`config.mk`:
```
export PLATFORM = sky130hd
export DESIGN_NAME = spad_fetch_router
export DESIGN_NICKNAME = d
export VERILOG_FILES = /design/src/rtl/spr_pkg.sv /design/src/rtl/spr_tag_bank.sv /design/src/rtl/spr_tag_match.sv /design/src/rtl/spr_route_fsm.sv /design/src/rtl/spad_fetch_router.sv
export SDC_FILE = /design/constraint.sdc
export NUM_CORES = 1
export LEC_CHECK = 0
export BUFFER_PORTS_ARGS = -buffer_cell sky130_fd_sc_hd__clkbuf_2
export CORE_ASPECT_RATIO = 0.75
export CORE_MARGIN = 3
export CORE_UTILIZATION = 48
export CTS_CLUSTER_DIAMETER = 200
export DETAILED_ROUTE_END_ITERATION = 7
export GPL_TIMING_DRIVEN = 0
export PLACE_DENSITY = 0.77
export SYNTH_ARGS = -nofsm -noshare
export SYNTH_HDL_FRONTEND = slang
export SYNTH_SLANG_ARGS = --single-unit
```
`constraint.sdc`:
```
create_clock -name clk -period 2.2 [get_ports clk]
set_clock_uncertainty 0.2 [all_clocks]
set_input_delay 0 -clock clk [delete_from_list [all_inputs] [get_ports clk]]
set_output_delay 0 -clock clk [all_outputs]
set_load 0.1 [all_outputs]
```
`src/rtl/spr_pkg.sv`:
```
package spr_pkg;

    // Kind of the response currently presented
    typedef enum logic [2:0] {
        RSP_IDLE       = 3'd0,
        RSP_SPAD       = 3'd1,
        RSP_CACHE_2WAY = 3'd2,
        RSP_FILL_WAY0  = 3'd3,
        RSP_FILL_WAY1  = 3'd4,
        RSP_BYPASS     = 3'd5
    } rsp_state_e;

    // Route codes; numerically equal to the section attribute on a miss
    typedef enum logic [1:0] {
        ROUTE_CACHE  = 2'd0,
        ROUTE_WAY0   = 2'd1,
        ROUTE_WAY1   = 2'd2,
        ROUTE_BYPASS = 2'd3
    } route_e;

endpackage

```
`src/rtl/spr_tag_bank.sv`:
```
module spr_tag_bank #(
    parameter int PAGES = 4,
    parameter int TAG_W = 9,
    localparam int IDX_W = $clog2(PAGES)
) (
    input  logic                   clk,
    input  logic                   rst_n,
    input  logic                   cfg_we,
    input  logic [IDX_W-1:0]       cfg_page,
    input  logic [TAG_W-1:0]       cfg_tag,
    output logic [PAGES*TAG_W-1:0] tags_o
);

    generate
        for (genvar p = 0; p < PAGES; p++) begin : g_page
            logic [TAG_W-1:0] tag_q;

            always_ff @(posedge clk) begin
                if (!rst_n) begin
                    tag_q <= '0;
                end else if (cfg_we && cfg_page == IDX_W'(p)) begin
                    tag_q <= cfg_tag;
                end
            end

            assign tags_o[p*TAG_W +: TAG_W] = tag_q;
        end
    endgenerate

    // Written value appears in the addressed slot on the next cycle
    assert_tag_write_lands_R8: assert property (
        @(posedge clk) disable iff (!rst_n)
        cfg_we |=> tags_o[$past(cfg_page)*TAG_W +: TAG_W] == $past(cfg_tag)
    );

endmodule

```
`src/rtl/spr_tag_match.sv`:
```
module spr_tag_match #(
    parameter int PAGES      = 4,
    parameter int ATTR_W     = 2,
    parameter int BYTE_W     = 24,
    parameter int OFF_W      = 15,
    parameter int TAG_ADDR_W = 6,
    localparam int IDX_W   = $clog2(PAGES),
    localparam int TAG_W   = 1 + ATTR_W + TAG_ADDR_W,
    localparam int FETCH_W = ATTR_W + BYTE_W
) (
    input  logic [PAGES*TAG_W-1:0] tags_i,
    input  logic [FETCH_W-1:0]     fetch_addr_i,
    output logic                   hit_o,
    output logic [IDX_W-1:0]       page_o,
    output logic                   multi_o
);

    logic [ATTR_W-1:0]     fetch_attr;
    logic [TAG_ADDR_W-1:0] fetch_sect;
    logic [PAGES-1:0]      match_vec;

    assign fetch_attr = fetch_addr_i[FETCH_W-1 -: ATTR_W];
    assign fetch_sect = fetch_addr_i[OFF_W +: TAG_ADDR_W];

    generate
        for (genvar p = 0; p < PAGES; p++) begin : g_cmp
            logic [TAG_W-1:0] tag;
            assign tag = tags_i[p*TAG_W +: TAG_W];
            assign match_vec[p] = tag[TAG_W-1]
                               && (tag[TAG_ADDR_W +: ATTR_W] == fetch_attr)
                               && (tag[TAG_ADDR_W-1:0] == fetch_sect);
        end
    endgenerate

    // Lowest-numbered matching page wins
    always_comb begin
        page_o = '0;
        for (int i = PAGES - 1; i >= 0; i--) begin
            if (match_vec[i]) page_o = IDX_W'(i);
        end
        hit_o   = |match_vec;
        multi_o = ($countones(match_vec) > 1);
    end

    always_comb begin
        assert_sel_page_matches_R3: assert (!hit_o || match_vec[page_o]);
        assert_lowest_page_wins_R7: assert (!hit_o || ((match_vec & ((PAGES'(1) << page_o) - PAGES'(1))) == '0));
        assert_multi_needs_two_R7: assert (!multi_o || (hit_o && !$onehot0(match_vec)));
    end

endmodule

```
`src/rtl/spr_route_fsm.sv`:
```
module spr_route_fsm
    import spr_pkg::*;
#(
    parameter int PAGES  = 4,
    parameter int ATTR_W = 2,
    parameter int OFF_W  = 15,
    localparam int IDX_W = $clog2(PAGES)
) (
    input  logic              clk,
    input  logic              rst_n,
    input  logic              fetch_req,
    input  logic              hit_i,
    input  logic [IDX_W-1:0]  page_i,
    input  logic              multi_i,
    input  logic [ATTR_W-1:0] attr_i,
    input  logic [OFF_W-1:0]  offset_i,
    output logic              rsp_valid,
    output logic              rsp_hit,
    output logic [IDX_W-1:0]  rsp_page,
    output logic [1:0]        rsp_route,
    output logic [OFF_W-1:0]  rsp_offset,
    output logic              rsp_multi
);

    rsp_state_e        state_q, state_d;
    logic [IDX_W-1:0]  page_q;
    logic [OFF_W-1:0]  off_q;
    logic              multi_q;

    // Next-state selection
    always_comb begin
        state_d = RSP_IDLE;
        if (fetch_req) begin
            if (hit_i) begin
                state_d = RSP_SPAD;
            end else begin
                unique case (route_e'(attr_i[1:0]))
                    ROUTE_CACHE:  state_d = RSP_CACHE_2WAY;
                    ROUTE_WAY0:   state_d = RSP_FILL_WAY0;
                    ROUTE_WAY1:   state_d = RSP_FILL_WAY1;
                    ROUTE_BYPASS: state_d = RSP_BYPASS;
                    default:      state_d = RSP_IDLE;
                endcase
            end
        end
    end

    // State register and captured fields
    always_ff @(posedge clk) begin
        if (!rst_n) begin
            state_q <= RSP_IDLE;
            page_q  <= '0;
            off_q   <= '0;
            multi_q <= 1'b0;
        end else begin
            state_q <= state_d;
            page_q  <= (fetch_req && hit_i) ? page_i : '0;
            off_q   <= fetch_req ? offset_i : '0;
            multi_q <= fetch_req && multi_i;
        end
    end

    // Outputs from state
    always_comb begin
        rsp_valid  = 1'b1;
        rsp_hit    = 1'b0;
        rsp_route  = ROUTE_CACHE;
        rsp_page   = page_q;
        rsp_offset = off_q;
        rsp_multi  = multi_q;
        unique case (state_q)
            RSP_IDLE: begin
                rsp_valid  = 1'b0;
                rsp_page   = '0;
                rsp_offset = '0;
                rsp_multi  = 1'b0;
            end
            RSP_SPAD:       rsp_hit   = 1'b1;
            RSP_CACHE_2WAY: rsp_route = ROUTE_CACHE;
            RSP_FILL_WAY0:  rsp_route = ROUTE_WAY0;
            RSP_FILL_WAY1:  rsp_route = ROUTE_WAY1;
            RSP_BYPASS:     rsp_route = ROUTE_BYPASS;
            default:        rsp_valid = 1'b0;
        endcase
    end

    assert_resp_follows_req_R2: assert property (
        @(posedge clk) disable iff (!rst_n) fetch_req |=> rsp_valid);
    assert_idle_after_gap_R2: assert property (
        @(posedge clk) disable iff (!rst_n) !fetch_req |=> !rsp_valid);
    assert_hit_carried_R4: assert property (
        @(posedge clk) disable iff (!rst_n)
        (fetch_req && hit_i) |=> (rsp_hit && rsp_page == $past(page_i) && rsp_route == 2'd0));
    assert_miss_route_R5: assert property (
        @(posedge clk) disable iff (!rst_n)
        (fetch_req && !hit_i) |=> (!rsp_hit && rsp_page == '0 && rsp_route == $past(attr_i)));
    assert_offset_carried_R6: assert property (
        @(posedge clk) disable iff (!rst_n)
        fetch_req |=> rsp_offset == $past(offset_i));
    assert_multi_with_hit_R7: assert property (
        @(posedge clk) disable iff (!rst_n) rsp_multi |-> rsp_hit);
    assert_quiet_when_idle_R9: assert property (
        @(posedge clk) disable iff (!rst_n)
        !rsp_valid |-> (!rsp_hit && rsp_page == '0 && rsp_route == 2'd0 && rsp_offset == '0 && !rsp_multi));

endmodule

```
`src/rtl/spad_fetch_router.sv`:
```
module spad_fetch_router #(
    parameter int PAGES      = 4,
    parameter int ATTR_W     = 2,
    parameter int BYTE_W     = 24,
    parameter int OFF_W      = 15,
    parameter int TAG_ADDR_W = 6,
    localparam int IDX_W   = $clog2(PAGES),
    localparam int TAG_W   = 1 + ATTR_W + TAG_ADDR_W,
    localparam int FETCH_W = ATTR_W + BYTE_W
) (
    input  logic               clk,
    input  logic               rst_n,
    input  logic               cfg_we,
    input  logic [IDX_W-1:0]   cfg_page,
    input  logic [TAG_W-1:0]   cfg_tag,
    input  logic               fetch_req,
    input  logic [FETCH_W-1:0] fetch_addr,
    output logic               rsp_valid,
    output logic               rsp_hit,
    output logic [IDX_W-1:0]   rsp_page,
    output logic [1:0]         rsp_route,
    output logic [OFF_W-1:0]   rsp_offset,
    output logic               rsp_multi
);

    logic [PAGES*TAG_W-1:0] tags;
    logic                   hit;
    logic [IDX_W-1:0]       page;
    logic                   multi;

    spr_tag_bank #(.PAGES(PAGES), .TAG_W(TAG_W)) u_bank (
        .clk      (clk),
        .rst_n    (rst_n),
        .cfg_we   (cfg_we),
        .cfg_page (cfg_page),
        .cfg_tag  (cfg_tag),
        .tags_o   (tags)
    );

    spr_tag_match #(
        .PAGES(PAGES), .ATTR_W(ATTR_W), .BYTE_W(BYTE_W),
        .OFF_W(OFF_W), .TAG_ADDR_W(TAG_ADDR_W)
    ) u_match (
        .tags_i       (tags),
        .fetch_addr_i (fetch_addr),
        .hit_o        (hit),
        .page_o       (page),
        .multi_o      (multi)
    );

    spr_route_fsm #(.PAGES(PAGES), .ATTR_W(ATTR_W), .OFF_W(OFF_W)) u_fsm (
        .clk        (clk),
        .rst_n      (rst_n),
        .fetch_req  (fetch_req),
        .hit_i      (hit),
        .page_i     (page),
        .multi_i    (multi),
        .attr_i     (fetch_addr[FETCH_W-1 -: ATTR_W]),
        .offset_i   (fetch_addr[OFF_W-1:0]),
        .rsp_valid  (rsp_valid),
        .rsp_hit    (rsp_hit),
        .rsp_page   (rsp_page),
        .rsp_route  (rsp_route),
        .rsp_offset (rsp_offset),
        .rsp_multi  (rsp_multi)
    );

endmodule

```
Yosys cells after proc, flatten, opt, wreduce, memory -nomap -nowiden. Cells that the tools add are included.

Bits in registers: 57. Input bits: 41. Output and inout bits: 22.

$lt $le $gt $ge: 1. Equal/unequal tests: 19. Reduce and logical (&&, ||, !) cells: 23. Muxes and demuxes: 11. Add/subtract/negate cells: 3. Bitwise gates (word level): 3.

Operator list (count): $add 32x32->32 (1); $gt 32x2->1 const B (1); $eq 6x6->1 (4); $mux 15 (1); $logic_and 1x1->1 (14); $pmux 3 s4 (1); $eq 2x2->1 (4); $eq 2x2->1 const B (4); $reduce_or 4->1 (2); $eq 3x2->1 const B (2); $eq 3x3->1 const B (2); $mux 2 (3); $pmux 2 s3 (1); $reduce_or 6->1 (1); $mux 1 (5); $reduce_or 5->1 (1); $add 1x1->2 (2); $eq 2x1->1 const B (2); $logic_not 2->1 (2); $eq 3x1->1 const B (1); $logic_not 3->1 (1); $not 1->1 (3); $reduce_or 3->1 (1); $reduce_and 2->1 (1).

Depth between registers and ports, before layout. Gate-level depths: netlist of run 1.

Depth in word-level cells: 7. Gate-level depth with buffers: 10. Mapped depth without buffers: 9.

Cells and area by module. A second synthesis of run 1 with hierarchy kept.

Cells, all modules: 257. Area, all modules: 2534.9 sq um.

Modules (own cells, without submodules): spr_tag_bank (cells an instance 130, times used 1, area an instance 1331.3 sq um); spr_route_fsm (cells an instance 71, times used 1, area an instance 745.7 sq um); spr_tag_match (cells an instance 56, times used 1, area an instance 457.9 sq um).

Least setup slack after synthesis of run 1. Ideal clock, no wire load.

Kind: register to output. From: register u_fsm.state_q[2]. To: output port rsp_route[0]. Path slack: -682 ps. Cell stages (with the launch flop): 3. Arrival time: 2682 ps. Path buffers: 0. Required time: 2000 ps. Cell sequence: dfxtp_1 > nor2b_1 > o21a_1.

Cells in the longest elaborated chain, start to end: 2.

RTL lines: start, declared (RTL line spr_route_fsm.sv:25) `rsp_state_e state_q, state_d;`; start signal, assigned (RTL line spr_route_fsm.sv:56) `state_q <= state_d;`; $eq 3x3->1 / $eq 3x2->1 (equally long branches) (RTL line spr_route_fsm.sv:71) `unique case (state_q)`; $pmux 2 s3 * (RTL line spr_route_fsm.sv:71); end, declared (RTL line spad_fetch_router.sv:21) `output logic [1:0] rsp_route,`.

Mark *: on every way between the ends. The rest lies on a longest branch, timed or not.

Final worst setup path of run 1.
From: register u_bank.g_page[0].tag_q[2]. To: register u_fsm.multi_q.

Cells in the longest elaborated chain, start to end: 6.

RTL lines: start, declared (RTL line spr_tag_bank.sv:16) `logic [TAG_W-1:0] tag_q;`; start signal, assigned (RTL line spr_tag_bank.sv:22) `tag_q <= cfg_tag;`; $eq 6x6->1 (RTL line spr_tag_match.sv:31) `&& (tag[TAG_ADDR_W-1:0] == fetch_sect);`; $logic_and 1x1->1 (RTL line spr_tag_match.sv:31); $add 1x1->2 (implied by the code) (RTL line spr_tag_match.sv:42) `multi_o = ($countones(match_vec) > 1);`; $add 32x32->32 (implied by the code) (RTL line spr_tag_match.sv:42); $gt 32x2->1 (RTL line spr_tag_match.sv:42); $logic_and 1x1->1 (RTL line spr_route_fsm.sv:59) `multi_q <= fetch_req && multi_i;`; end signal, assigned (RTL line spr_route_fsm.sv:59); end, declared (RTL line spr_route_fsm.sv:28) `logic multi_q;`.

Every way passes these cells. A chain may end at the register's enable or synchronous reset.

==> results of run 1 <==
==> metrics by stage <==
stage	hold slack (ns)	TNS, ns	util	cell area [sq um]
global route	0.03820	-0.4649	0.7021	3799
global placement	0.03075	-0.4016	0.5731	3100
CTS	0.0006083	-0.3139	0.6980	3776
floorplan	-0.05509	-0.4894	-	2751
detailed placement	0.03086	-0.4452	0.5731	3100
finish	0.01227	-0.3433	0.7021	3799
==> where the power goes <==
part | switching [mW] | internal [mW]
Sequential | 0.0230 | 1.07
Clock | 0.473 | 0.531
Combinational | 0.225 | 0.173
Total | 0.721 | 1.77
==> path summary, 6_finish.rpt <==
kind	to	slack, ns	cells after the start
min	u_fsm.page_q[0]	0.01	6
max	u_fsm.multi_q	-0.34	10
min reg2reg	u_bank.g_page[3].tag_q[8]	0.27	2
max reg2reg	u_fsm.multi_q	-0.34	10
==> kinds of logic after synthesis <==
logic type	count (synthesis)	synth area share
simple gates	122	0.2592
flops	57	0.4183
xor+xnor	33	0.1225
compound gates	24	0.06606
buf+inv	24	0.05137
mux	18	0.06605
fa+ha+maj	3	0.01651
==> state kept, by name, indices dropped and copies added, names as in the netlist <==
name and flops:
u_bank.g_page.tag_q 36, u_fsm.multi_q 1, u_fsm.off_q 15, u_fsm.page_q 2
u_fsm.state_q 3
==> cell type report <==
type,instances,share of cell area
Timing Repair Buffer,98,0.1897
Multi-Input combinational cell,200,0.3943
Buffer,19,0.03228
Clock inverter,7,0.02075
Clock buffer,9,0.03261
Tap cell,75,0.02470
Inverter,5,0.004941
Sequential cell,57,0.3007
==> worst register-to-register path: stages, from the launching register on <==
cell     delay, ns
dfxtp_2       0.33
xor2_2        0.16
nor4_2        0.34
nand3_2       0.17
nor4_4        0.20
buf_4         0.17
buf_4         0.09
ha_1          0.13
inv_1         0.05
fa_1          0.53
a21oi_1       0.06
==> repair_timing <==
item	CTS	global route
hold buffers	43	0
pin swaps	1	1
gates resized for setup	7	3
buffers inserted	2	2
hold endpoints to repair	57	0
setup endpoints to repair	12	15
==> placed cells by master, fill, tap and decap left out, types with 8 or more instances in the layout <==
master,synthesis,final
mux2i_1,18,18
nand2_1,43,43
nor2b_1,34,28
clkbuf_2,0,49
dlygate4sd3_1,0,43
clkbuf_1,9,8
dfxtp_1,57,56
clkbuf_8,0,9
and3_1,16,16
xnor2_1,19,19
a21boi_0,18,18
==> routing by layer <==
layer | up-vias | global-route usage
met5 | - | 0
met4 | 0 | 0.09919
met3 | 17 | 0.06086
met2 | 76 | 0.3759
met1 | 1120 | 0.2958
li1 | 1145 | -
==> results.toml, run 1 <==
[drt]
dr_total_vias = 2358
route.met2.wl_mm = 3.510
met1_length_mm = 3.050
routedWlPerCell_microns = 15.39
wl_mm = 7.233
antenna_left = 0
dr_wl_met3_microns = 523
drc_errors = 0
vias_per_cell = 5.017
top_layer = "met4"
dr.pass1.iters = 4
drt_iter0_markers = 202

[global_routing]
antenna_found_initial = 0
grt_start_max_net_pins = 13
overflow = 0
grtUsageTotal = 0.2322
grt_pass1_vias = 2383
grt_pass1_wl_mm = 11.69

[die]
dieArea_sq_um = 6633
die_h_microns = 71.29
ios = 63
start_util = 0.5042
die_x_microns = 93.05
rows = 23
core_area_sq_um = 5410

[worst_setup_path]
crit_path_frequent_cell = "buf_4"
start_kind = "flip-flop"
timing.rr.start = "u_bank.g_page[0].tag_q[2]"
cp-end-kind = "flip-flop"
crit_family = "simple AND/OR/NAND/NOR gates"
path_buf_inv = 3
worstPathCellList = "xor2_2, nor4_2, nand3_2, nor4_4, buf_4, buf_4, ha_1, inv_1, fa_1, a21oi_1"
arrival_ns = 2.57
cp_max_fo = 2
cp_slowest_cell = "fa_1"
crit_path_max_incr_delay_ns = 0.53
crit_required_ns = 2.23
crit_start = "u_bank.g_page[0].tag_q[2]"
worst-setup-path-type = "reg -> reg"

[placed_design]
numPortBuffers = 51
hpwl_mm = 4.492
dp_slack_ns = -0.3979
place_inst = 407
place.gp.congestion = 0.8307

[synthesis]
synth_cells = 281
async_reset_ff_frac = 0
syn-num-nets = 325
netlist_top_cells_area = "dfxtp_1 (42%), nor2b_1 (7.8%), mux2i_1 (6.6%)"
ys_seq_area_frac = 0.4183
avgSynthCellArea_sq_um = 9.707
yosys-top-cells-count = "dfxtp_1 (57), nand2_1 (43), nor2b_1 (34)"
synth_area_sq_um = 2728
synth_top_area_cell = "dfxtp_1"
yosysMostFrequentCell = "dfxtp_1"
yosysTopAreaCellShare = 0.4183
yosys_warnings = 0
yosys_register_bits = 57
ys.flop_type = "dfxtp_1"
synth_edf_count = 0
synth_cell_types = 34

[worst_hold_path]
hold_path_class = "in -> reg"
hp-start = "fetch_addr[16]"

[power]
power_density_nw_per_um2 = 656.0
total_power_mw = 2.492
ir_worst_vdd_mv = 0.4244
p_leak_nw = 1.628

[clock_network]
clk_pin_slew_worst_paths_ns = 0.07
htreeDepth = 3
clock_path_buffers = 2
clk-insertion-delay-late_ns = 0.35
clock-sinks = 57
tritoncts = "built"
cts_root_buf = "clkbuf_8"
cts_buffers = 9

[layout]
multi_input_area_sq_um = 1498
antennaDiodeCount = 0
register_area_sq_um = 1142
syn_to_final_growth_pct = 39.27
nNetsFinal = 434
drive_gt1_frac = 0.2785
instances_no_fill = 470
fill_cells = 419

[sta]
setup_slack_ns = -0.3433
setup_viol_count_final = 1
min_period_ns = 2.543
rsz0062_at_grt = "true"
finalCritPeriodShare = 1.156
worst_slew_pin_slew_ns = 0.7701
slew_viol_final = 0
fmax_mhz = 393.2
hold_viol = 0
relSlewSlack = 0.4847

[flow_run]
maxCapViolCount = 0

[outcome]
status = "complete, but fails checks"
violations = "setup timing"
No activity file was read; power rests on OpenSTA's default activity.
==> inputs of run 2 (changes only) <==
GPL_TIMING_DRIVEN = 1   (was 0)
==> results.toml, run 2 (same netlist as run 1, synthesis figures left out) <==
[sta]
hold_viol = 0
worst_slew_pin_slew_ns = 0.6824
setup_slack_ns = -0.4094
rsz0062_at_grt = "true"
finalCritPeriodShare = 1.186
fmax_mhz = 383.2
setup_viol_count_final = 2
fin_hold_ws_ns = 0.02356
min_period_ns = 2.609
slew_viol_final = 0
relSlewSlack = 0.5437

[drt]
drt_iter0_markers = 219
dr.pass1.iters = 4
drc_errors = 0
wl_mm = 7.651
dr_total_vias = 2356
antenna_left = 0
vias_per_cell = 5.056
routedWlPerCell_microns = 16.42

[layout]
reg_top3 = "u_bank.g_page.tag_q (36), u_fsm.off_q (15), u_fsm.state_q (3)"
fill_cells = 398
drive_gt1_frac = 0.2890
largest_reg_flops = 36
mostFrequentLayoutCells = "dfxtp_1 (57), clkbuf_2 (55), dlygate4sd3_1 (43), nand2_1 (42), nor2b_1 (28)"
instances_no_fill = 466
regMostFlops = "u_bank.g_page.tag_q"
syn_to_final_growth_pct = 40.73
nNetsFinal = 430
layout_commonest_cell = "dfxtp_1"
antennaDiodeCount = 0

[global_routing]
grt_pass1_wl_mm = 12.43
grt_start_max_net_pins = 28
grt_pass1_vias = 2401
grt_busiest_layer = "met2"
antenna_found_initial = 0
use_met2 = 0.3951
grt_use_met1 = 0.3145
grtUsageMet3 = 0.08919
overflow = 0
grtUsageTotal = 0.2511

[worst_setup_path]
cp_max_fo = 2
worst-setup-path-type = "reg -> reg"
crit_path_max_incr_delay_ns = 0.57
start_kind = "flip-flop"
arrival_ns = 2.64
cp-end-kind = "flip-flop"
cp_slowest_cell = "fa_1"
worstPathCellList = "xor2_1, nor4_2, nand3_1, nor4_4, inv_1, ha_1, nand2_2, fa_1, a21oi_2"
crit_required_ns = 2.23

[clock_network]
htreeDepth = 3
clock-sinks = 57
cts_root_buf = "clkbuf_8"
clk-insertion-delay-late_ns = 0.34
cts_buffers = 9
clock_path_buffers = 2
clk_pin_slew_worst_paths_ns = 0.07
tritoncts = "built"

[power]
p_leak_nw = 1.704
p_comb_frac = 0.152
internal-power_mw = 1.933
ir_worst_vdd_mv = 0.3669
power_density_nw_per_um2 = 680.2
p_clk_frac = 0.431
power_switching_mw = 0.6780
switching_share = 0.2596
pwr-share-seq = 0.417

[die]
dieArea_sq_um = 6633
ios = 63
die_h_microns = 71.29
die_x_microns = 93.05
rows = 23
start_util = 0.5042
core_area_sq_um = 5410

[worst_hold_path]
hold_path_class = "in -> reg"

[outcome]
violations = "setup timing"
status = "complete, but fails checks"

[placed_design]
place_inst = 407
numPortBuffers = 59
hpwl_mm = 4.544
place.gp.congestion = 0.8307

[flow_run]
maxCapViolCount = 0
## run 2: cell types whose count changed in the layout (fill, tap and decap cells not counted), moves of 4 or more
cell	delta
clkbuf_1	-8
buf_2	-5
buf_4	+7
buf_6	-6
clkbuf_2	+6
buf_12	+4
## run 2: final timing paths
| path | slack (ns) | depth (start not counted) | to | startpoint |
|---|---|---|---|---|
| worst max-delay path | -0.41 | 9 | u_fsm.multi_q | u_bank.g_page[0].tag_q[0] |
| worst min-delay path | 0.02 | 5 | u_bank.g_page[1].tag_q[3] | cfg_page[0] |
| worst max register to register | -0.41 | 9 | u_fsm.multi_q | u_bank.g_page[0].tag_q[0] |
| worst min register to register | 0.27 | 2 | u_bank.g_page[3].tag_q[8] | u_bank.g_page[3].tag_q[8] |
## run 2: critical path, delay by kind of cell, from the launching register on
family | cells | cell delay (ns)
flip-flops | 1 | 0.32
AND/OR/NAND/NOR | 4 | 0.72
XOR/XNOR | 1 | 0.17
adder cells (fa/ha/maj) | 2 | 0.90
buffers and inverters | 1 | 0.10
AO/OA/AOI/OAI | 1 | 0.08
## run 2: power groups by stage
stage	Combinational [mW]	Clock [mW]	Sequential [mW]
floorplan	0.245	0	1.11
global placement	0.329	0	1.11
detailed placement	0.333	0	1.11
CTS	0.388	1.14	1.09
global route	0.426	1.18	1.09
finish	0.396	1.13	1.09
## run 2: metal layers
layer / part of all wire / vias to the layer above
li1: - / 1127
met1: 0.41 / 1099
met2: 0.49 / 104
met3: 0.074 / 26
met4: 0.034 / 0
met5: 0 / -
## run 2: cell type report
class                   instances  area [sq um]  share of cell area
flip-flops and latches         57          1141              0.2973
inverters                       5         18.77            0.004889
clock inverters                 5         77.57             0.02021
repair buffers                113         868.3              0.2262
clock buffers                  11         151.4             0.03944
multi-input cells             200          1488              0.3875
well taps                      75         93.84             0.02445
## run 2: metrics by stage
stage | worst slack, ns | setup TNS, ns | util | power [mW] | instance area (sq um)
final | -0.4094 | -0.4108 | 0.7095 | 2.611 | 3839
after global routing | -0.4254 | -0.4973 | 0.7095 | 2.693 | 3839
after CTS | -0.2114 | -0.2114 | 0.7072 | 2.617 | 3826
after detailed placement | -0.2055 | -0.2055 | 0.5853 | 1.444 | 3167
after global placement | -0.1097 | -0.1097 | 0.5853 | 1.437 | 3167
after floorplan | -0.1479 | -0.4894 | - | 1.352 | 2751
## run 2: what timing repair did
action                                  4_1_cts  5_1_grt
buffers inserted                              0        0
gates cloned                                  0        0
hold endpoints to repair                     57        0
pin swaps                                     2        2
endpoints found under the setup margin        1        4
hold buffers                                 43        0
gates resized for setup                       0        3
